## src/rtl/dmod_pkg.sv

```systemverilog
package dmod_pkg;
  typedef enum logic [1:0] {
    CL_TINY = 2'd0,
    CL_NORM = 2'd1,
    CL_HUGE = 2'd2,
    CL_SPEC = 2'd3
  } cls_e;
endpackage

```

## src/rtl/dmod_unpack.sv

```systemverilog
module dmod_unpack
  import dmod_pkg::*;
#(
  parameter int EXP_W  = 11,
  parameter int FRAC_W = 52,
  parameter int INT_W  = 32,
  localparam int OP_W   = 1 + EXP_W + FRAC_W,
  localparam int SIG_W  = FRAC_W + 1,
  localparam int SH_MAX = INT_W + FRAC_W,
  localparam int SH_W   = $clog2(SH_MAX)
) (
  input  logic [OP_W-1:0]  op,
  output logic             sign,
  output cls_e             cls,
  output logic [SIG_W-1:0] sig,
  output logic [SH_W-1:0]  shamt,
  output logic             nonzero
);
  localparam logic [EXP_W-1:0] BIAS   = {1'b0, {(EXP_W-1){1'b1}}};
  localparam logic [EXP_W-1:0] SH_LIM = EXP_W'(SH_MAX);

  logic [EXP_W-1:0] expf;
  logic [EXP_W-1:0] ue;

  assign sign    = op[OP_W-1];
  assign expf    = op[FRAC_W +: EXP_W];
  assign sig     = {1'b1, op[FRAC_W-1:0]};
  assign nonzero = |op[OP_W-2:0];
  assign ue      = expf - BIAS;

  always_comb begin
    cls   = CL_NORM;
    shamt = '0;
    if (&expf) begin
      cls = CL_SPEC;
    end else if (expf < BIAS) begin
      cls = CL_TINY;
    end else if (ue >= SH_LIM) begin
      cls = CL_HUGE;
    end else begin
      shamt = ue[SH_W-1:0];
    end
  end
endmodule

```

## src/rtl/dmod_align.sv

```systemverilog
module dmod_align #(
  parameter int FRAC_W = 52,
  parameter int INT_W  = 32,
  localparam int SIG_W  = FRAC_W + 1,
  localparam int SH_MAX = INT_W + FRAC_W,
  localparam int SH_W   = $clog2(SH_MAX),
  localparam int WIDE_W = SIG_W + SH_MAX - 1,
  localparam int HI_W   = WIDE_W - FRAC_W - INT_W
) (
  input  logic [SIG_W-1:0] sig,
  input  logic [SH_W-1:0]  shamt,
  input  logic             sign,
  output logic [INT_W-1:0] low,
  output logic             frac_nz,
  output logic             fits
);
  logic [WIDE_W-1:0] wide;
  logic [HI_W-1:0]   hi;

  function automatic logic f_fits(input logic neg, input logic hi_nz,
                                  input logic [INT_W-1:0] v);
    if (hi_nz) return 1'b0;
    if (!v[INT_W-1]) return 1'b1;
    return neg && (v[INT_W-2:0] == '0);
  endfunction

  assign wide    = {{(WIDE_W-SIG_W){1'b0}}, sig} << shamt;
  assign low     = wide[FRAC_W +: INT_W];
  assign hi      = wide[WIDE_W-1 -: HI_W];
  assign frac_nz = |wide[FRAC_W-1:0];
  assign fits    = f_fits(sign, |hi, low);
endmodule

```

## src/rtl/dmod_pack.sv

```systemverilog
module dmod_pack
  import dmod_pkg::*;
#(
  parameter int INT_W = 32,
  parameter int OUT_W = 64
) (
  input  cls_e             cls,
  input  logic             sign,
  input  logic             nonzero,
  input  logic [INT_W-1:0] low,
  input  logic             frac_nz,
  input  logic             fits,
  output logic [OUT_W-1:0] res,
  output logic             inv,
  output logic             inex
);
  function automatic logic [OUT_W-1:0] f_wrap(input logic neg,
                                              input logic [INT_W-1:0] v);
    logic [INT_W-1:0] w;
    w = neg ? (~v + 1'b1) : v;
    return {{(OUT_W-INT_W){w[INT_W-1]}}, w};
  endfunction

  always_comb begin
    res  = '0;
    inv  = 1'b0;
    inex = 1'b0;
    unique case (cls)
      CL_SPEC: inv = 1'b1;
      CL_HUGE: inv = 1'b1;
      CL_TINY: inex = nonzero;
      default: begin
        res  = f_wrap(sign, low);
        inv  = !fits;
        inex = fits && frac_nz;
      end
    endcase
  end
endmodule

```

## src/rtl/dmod_cvt.sv

```systemverilog
module dmod_cvt
  import dmod_pkg::*;
#(
  parameter int EXP_W  = 11,
  parameter int FRAC_W = 52,
  parameter int INT_W  = 32,
  parameter int OUT_W  = 64,
  parameter int PIPE   = 1,
  localparam int OP_W   = 1 + EXP_W + FRAC_W,
  localparam int SIG_W  = FRAC_W + 1,
  localparam int SH_W   = $clog2(INT_W + FRAC_W)
) (
  input  logic             clk,
  input  logic             rst_n,
  input  logic             in_valid,
  input  logic [OP_W-1:0]  in_op,
  output logic             out_valid,
  output logic [OUT_W-1:0] out_res,
  output logic             out_invalid,
  output logic             out_inexact
);
  logic             c_sign;
  cls_e             c_cls;
  logic [SIG_W-1:0] c_sig;
  logic [SH_W-1:0]  c_shamt;
  logic             c_nonzero;
  logic [INT_W-1:0] c_low;
  logic             c_frac_nz;
  logic             c_fits;
  logic [OUT_W-1:0] c_res;
  logic             c_inv;
  logic             c_inex;

  dmod_unpack #(.EXP_W(EXP_W), .FRAC_W(FRAC_W), .INT_W(INT_W)) u_unpack (
    .op(in_op), .sign(c_sign), .cls(c_cls), .sig(c_sig),
    .shamt(c_shamt), .nonzero(c_nonzero)
  );

  dmod_align #(.FRAC_W(FRAC_W), .INT_W(INT_W)) u_align (
    .sig(c_sig), .shamt(c_shamt), .sign(c_sign),
    .low(c_low), .frac_nz(c_frac_nz), .fits(c_fits)
  );

  dmod_pack #(.INT_W(INT_W), .OUT_W(OUT_W)) u_pack (
    .cls(c_cls), .sign(c_sign), .nonzero(c_nonzero), .low(c_low),
    .frac_nz(c_frac_nz), .fits(c_fits),
    .res(c_res), .inv(c_inv), .inex(c_inex)
  );

  generate
    if (PIPE == 0) begin : g_comb
      assign out_valid   = in_valid;
      assign out_res     = c_res;
      assign out_invalid = c_inv;
      assign out_inexact = c_inex;
    end else begin : g_reg
      always_ff @(posedge clk or negedge rst_n) begin
        if (!rst_n) begin
          out_valid   <= 1'b0;
          out_res     <= '0;
          out_invalid <= 1'b0;
          out_inexact <= 1'b0;
        end else begin
          out_valid <= in_valid;
          if (in_valid) begin
            out_res     <= c_res;
            out_invalid <= c_inv;
            out_inexact <= c_inex;
          end
        end
      end
    end
  endgenerate
endmodule

```

## config.mk

```make
export PLATFORM = sky130hd
export DESIGN_NAME = dmod_cvt
export DESIGN_NICKNAME = d
export VERILOG_FILES = /design/src/rtl/dmod_pkg.sv /design/src/rtl/dmod_unpack.sv /design/src/rtl/dmod_align.sv /design/src/rtl/dmod_pack.sv /design/src/rtl/dmod_cvt.sv
export SDC_FILE = /design/constraint.sdc
export NUM_CORES = 1
export LEC_CHECK = 0
export BUFFER_PORTS_ARGS = -buffer_cell sky130_fd_sc_hd__buf_2
export CELL_PAD_IN_SITES_DETAIL_PLACEMENT = 0
export CELL_PAD_IN_SITES_GLOBAL_PLACEMENT = 1
export CORE_MARGIN = 1
export CORE_UTILIZATION = 45
export CTS_CLUSTER_DIAMETER = 30
export DETAILED_ROUTE_END_ITERATION = 16
export HOLD_SLACK_MARGIN = 0.08
export PLACE_DENSITY = 0.91
export SLEW_MARGIN = 30
export SYNTH_ARGS = -nofsm -noshare
export SYNTH_HDL_FRONTEND = slang
export SYNTH_SLANG_ARGS = --single-unit
```

## constraint.sdc

```tcl
create_clock -name clk -period 2.8 [get_ports clk]
set_clock_uncertainty 0.2 [all_clocks]
set_input_delay 0.56 -clock clk [delete_from_list [all_inputs] [get_ports clk]]
set_output_delay 0.56 -clock clk [all_outputs]
set_load 0.02 [all_outputs]
```

==> results.json, run 1 <==
{
  "cts_made_buffers": 5,
  "cts.sinks": 35,
  "overflow": 141,
  "die_width_um": 143,
  "die_h_um": 143,
  "io_buffers": 133,
  "grt_use_total_pct": 77.4,
  "synthesis.instances": 1351,
  "num_io_pins": 134,
  "num_rows": 51,
  "cts_hold_buf": 0,
  "syn_nets": 1421,
  "root_buffer": "clkbuf_16",
  "grt_first_pass_wirelength_um": 118000,
  "synth-warning-count": 0,
  "synth_area_um2": 8930,
  "synth-main-ff-cell": "dfrtp_1",
  "synth-seq-cells": 35,
  "pre_cts_ws_ps": -2540,
  "grt_max_degree": 36,
  "start_util_pct": 45.9,
  "synth_edf_count": 0,
  "lastStage": "global routing",
  "htreeDepth": 2,
  "place_area_um2": 13800,
  "gp_congestion": 1.30,
  "dp_hpwl_um": 42400,
  "dpl.cell_count": 2178,
  "outcome": "aborted with a tool error",
  "error_line": "[ERROR GRT-0116] Global routing finished with congestion. Check the congestion regions in the DRC Viewer.",
  "ys_types": 85,
  "clk_path_buf_depth": 2,
  "grt_pass1_vias": 18700,
  "syn_area_per_cell_um2": 6.61,
  "synth-seq-area-share_pct": 9.81,
  "async_flop_share_pct": 100
}
Yosys cell counts (all sizes together), types with 5 or more instances:
cell type | count | area [µm²]
dfrtp | 35 | 876
buf | 97 | 614
a32oi | 7 | 61.3
a21o | 9 | 67.6
xor2 | 17 | 149
o2111ai | 5 | 43.8
o21a | 8 | 60.1
inv | 16 | 60.1
nand2 | 163 | 617
nor3b | 17 | 128
or4 | 6 | 48.8
a21boi | 9 | 67.6
o311ai | 7 | 61.3
nand3 | 89 | 478
and2 | 8 | 50.1
o22ai | 16 | 106
nand4 | 34 | 213
o31ai | 42 | 330
o221ai | 6 | 52.6
a2bb2oi | 5 | 43.8
a211oi | 25 | 215
and3 | 8 | 50.1
nor2 | 107 | 412
o2bb2ai | 42 | 368
a31oi | 32 | 200
nor4 | 25 | 178
clkbuf | 50 | 188
or3 | 16 | 100
a22oi | 19 | 143
mux2i | 46 | 460
o211ai | 21 | 163
o41ai | 5 | 43.8
o21ai | 83 | 415
a221oi | 17 | 155
xnor2 | 20 | 175
a2111oi | 6 | 71.3
a21oi | 117 | 586
mux2 | 5 | 56.3
nor3 | 54 | 313
cells by family after synthesis:
family                   after synthesis  synth area share [%]
AND/OR/NAND/NOR                      546                  30.6
AO/OA/AOI/OAI                        515                  40.1
buffers and inverters                164                  9.70
multiplexers                          51                  5.79
XOR/XNOR                              37                  3.63
flip-flops                            35                  9.81
adder cells (fa/ha/maj)                3                 0.421
metal layers:
| layer | track usage, % | overflow |
|---|---|---|
| met5 | 31.8 | 0 |
| met4 | 76.0 | 55 |
| met3 | 65.3 | 8 |
| met2 | 90.5 | 76 |
| met1 | 78.6 | 2 |
stage by stage:
stage,TNS [ps],util (%)
3_3_place_gp,-73920,71.1
2_1_floorplan,-51940,-
3_5_place_dp,-76670,71.1
4_1_cts,-52980,81.2
what timing repair did:
| item | 4_1_cts |
|---|---|
| buffers inserted | 55 |
| cloned | 1 |
| pin swaps | 98 |
| resized for setup | 269 |
| endpoints found under the setup margin | 34 |
==> run 2, diff against run 1 <==
--- a/config.mk
+++ b/config.mk
@@ -6,14 +6,10 @@
 export NUM_CORES = 1
 export LEC_CHECK = 0
 export BUFFER_PORTS_ARGS = -buffer_cell sky130_fd_sc_hd__buf_2
-export CELL_PAD_IN_SITES_DETAIL_PLACEMENT = 0
-export CELL_PAD_IN_SITES_GLOBAL_PLACEMENT = 1
 export CORE_MARGIN = 1
-export CORE_UTILIZATION = 45
-export CTS_CLUSTER_DIAMETER = 30
+export CORE_UTILIZATION = 30
 export DETAILED_ROUTE_END_ITERATION = 16
-export HOLD_SLACK_MARGIN = 0.08
-export PLACE_DENSITY = 0.91
+export PLACE_DENSITY_LB_ADDON = 0.15
 export SLEW_MARGIN = 30
 export SYNTH_ARGS = -nofsm -noshare
 export SYNTH_HDL_FRONTEND = slang
==> run 2 against run 1 <==
Compared with the run above: the flow now finishes, with violations (negative setup slack); synthesized area stayed put; synthesized cell count stayed put.
==> results.json, run 2 <==
{
  "ant_nets": 0,
  "fin_cells": 2475,
  "worstSetupEndpointType": "flip-flop",
  "htreeDepth": 2,
  "grt_pass1_vias": 14700,
  "synth-seq-area-share_pct": 9.81,
  "die-area_um2": 30500,
  "drv_cap": 0,
  "hold_viol": 0,
  "grt_use_total_pct": 43.1,
  "die_width_um": 175,
  "cp-start-kind": "primary input",
  "fin_util_pct": 61.0,
  "syn_area_per_cell_um2": 6.61,
  "core_region_area_um2": 29000,
  "synth_area_um2": 8930,
  "most-common-layout-cells": "653 x buf_4, 147 x nand2_1, 132 x buf_2",
  "clk_latency_ps": 290,
  "cpMostUsedCell": "buf_4",
  "synth_top_area_cell": "dfrtp_1",
  "violations": "negative setup slack",
  "synth_edf_count": 0,
  "grt_first_pass_wirelength_um": 96900,
  "grt_max_degree": 39,
  "cts_tree": "built",
  "largest_reg_flops": 32,
  "post-route-drc-count": 0,
  "dp_hpwl_um": 53600,
  "synth-warning-count": 0,
  "fin_ws_ps": -2010,
  "largest-register": "out_res",
  "cts.sinks": 35,
  "antenna_found_initial": 0,
  "setup_viol": 34,
  "mostFrequentLayoutCell": "buf_4",
  "path_buf_inv": 7,
  "syn_to_final_growth_pct": 98.1,
  "drt-initial-drc-count": 2114,
  "syn_nets": 1421,
  "gp_congestion": 1.07,
  "place_area_um2": 14700,
  "num_rows": 62,
  "fmax_ghz": 0.208,
  "p_leak_nw": 7.80,
  "fin_area_um2": 17700,
  "rsz0062_at_grt": "true",
  "vias": 15400,
  "clk_path_buf_depth": 2,
  "slowest_stage": "or4_4",
  "synthTopCellsByArea": "dfrtp_1 9.8%, nand2_1 6.8%, a21oi_1 6.6%",
  "dpl.cell_count": 2370,
  "ys_types": 85,
  "start_util_pct": 30.8,
  "min_path_type": "primary input to asynchronous set/reset pin",
  "path_class": "primary input to flip-flop",
  "fill_cells": 2687,
  "io_buffers": 133,
  "slew-limit-headroom_pct": 36.2,
  "async_flop_share_pct": 100,
  "overflow": 0,
  "cts_made_buffers": 5,
  "worst-path-stages": 23,
  "num_io_pins": 134,
  "fin_tns_setup_ps": -62550,
  "viasPerCell": 6.24,
  "die_h_um": 175,
  "outcome": "finished, violations left",
  "ff2ff_path_depth": 1,
  "yosysTopAreaCellShare_pct": 9.81,
  "drt-total-wl_um": 67400,
  "period_share_pct": 172,
  "hold-worst-slack_ps": 146,
  "final-max-slew-violation-count": 0,
  "synth-main-ff-cell": "dfrtp_1",
  "drive_above_1_share_pct": 56.3,
  "fin_crit_ps": 4810,
  "root_buffer": "clkbuf_16",
  "peakVddDrop_v": 0.000204,
  "routedWlPerCell_um": 27.2,
  "clk_pin_slew_ps": 60,
  "yosysMostFrequentCell": "nand2_1",
  "cpPeakStageDelay_ps": 540,
  "synth-seq-cells": 35,
  "tightest_slew_ps": 955,
  "fin_nets": 2159,
  "drt_first_pass_iters": 6,
  "synthTopCellsByCount": "161 x nand2_1, 117 x a21oi_1, 103 x nor2_1",
  "cp.required_ps": 2810,
  "critPathMaxFanout": 8,
  "path_delay_family": "compound AO/OA/AOI/OAI gates",
  "power.density_nw_per_um2": 213,
  "arrival_ps": 4820,
  "cp_cell_sequence": "buf_8 -> ha_4 -> nand2_4 -> or4_4 -> a211oi_4 -> nand2_4 -> buf_12 -> buf_8 -> or3_4 -> a211oi_4 -> nor2_1 -> o41ai_2 -> buf_4 -> o211ai_1 -> buf_4 -> ha_4 -> nand4_1 -> buf_4 -> nor3_4 -> buf_12 -> a31o_1 -> xor2_1 -> o2bb2ai_1",
  "synthesis.instances": 1351,
  "cts_hold_buf": 0
}
run 2: timing repair:
item	4_1_cts	5_1_grt
pin swaps	94	57
gates resized for setup	287	127
setup endpoints to repair	34	34
buffers inserted	67	28
gates cloned	5	2
run 2: layer usage:
layer	global-route usage [%]	wire [µm]	part of all wire [%]
met5	0	0	0
met4	18.3	3560	5.3
met3	10.3	7980	12
met2	63.8	27800	41
met1	59.1	28000	42
run 2: where the power goes:
part,total [mW],switching (mW),internal [mW]
Clock,0.564,0.236,0.328
Sequential,0.527,0.00914,0.518
Combinational,2.68,1.50,1.18
run 2: cells by family (layout without fill, tap and decap cells):
group           after synthesis  in the layout  synth area share [%]
compound gates              515            515                  40.1
xor+xnor                     37             37                  3.63
fa+ha+maj                     3              3                 0.421
other cells                   0              1                     0
mux                          51             51                  5.79
simple gates                546            547                  30.6
buf+inv                     164            902                  9.70
flops                        35             35                  9.81
run 2: final cells by class:
cell class	count	area, µm²	area share, %
tap	384	480	2.72
inverter	17	63.8	0.361
sequential	35	876	4.95
clock inverter	3	20.0	0.113
multi-input combinational	1153	9120	51.6
clock buffer	5	125	0.708
timing repair buffer	877	7000	39.6
antenna	1	2.50	0.0142
run 2: path summary, 6_finish.rpt:
kind | from | end | slack, ps
min in group clk | in_valid | out_valid | 270
worst max-delay path | in_op[53] | out_res[26] | -2010
worst min register to register | out_res[18] | out_res[18] | 280
worst min-delay path | rst_n | out_res[0] | 150
max in group asynchronous | rst_n | out_res[20] | 1750
worst max register to register | out_res[62] | out_res[62] | 1600
run 2: stage by stage:
step	power [mW]	setup slack, ps
after floorplan	1.43	-1700
after global placement	2.72	-2750
after detailed placement	2.72	-2800
after CTS	3.56	-1900
after global routing	3.90	-2080
final	3.77	-2010
Power figures use the tool's default switching activity.
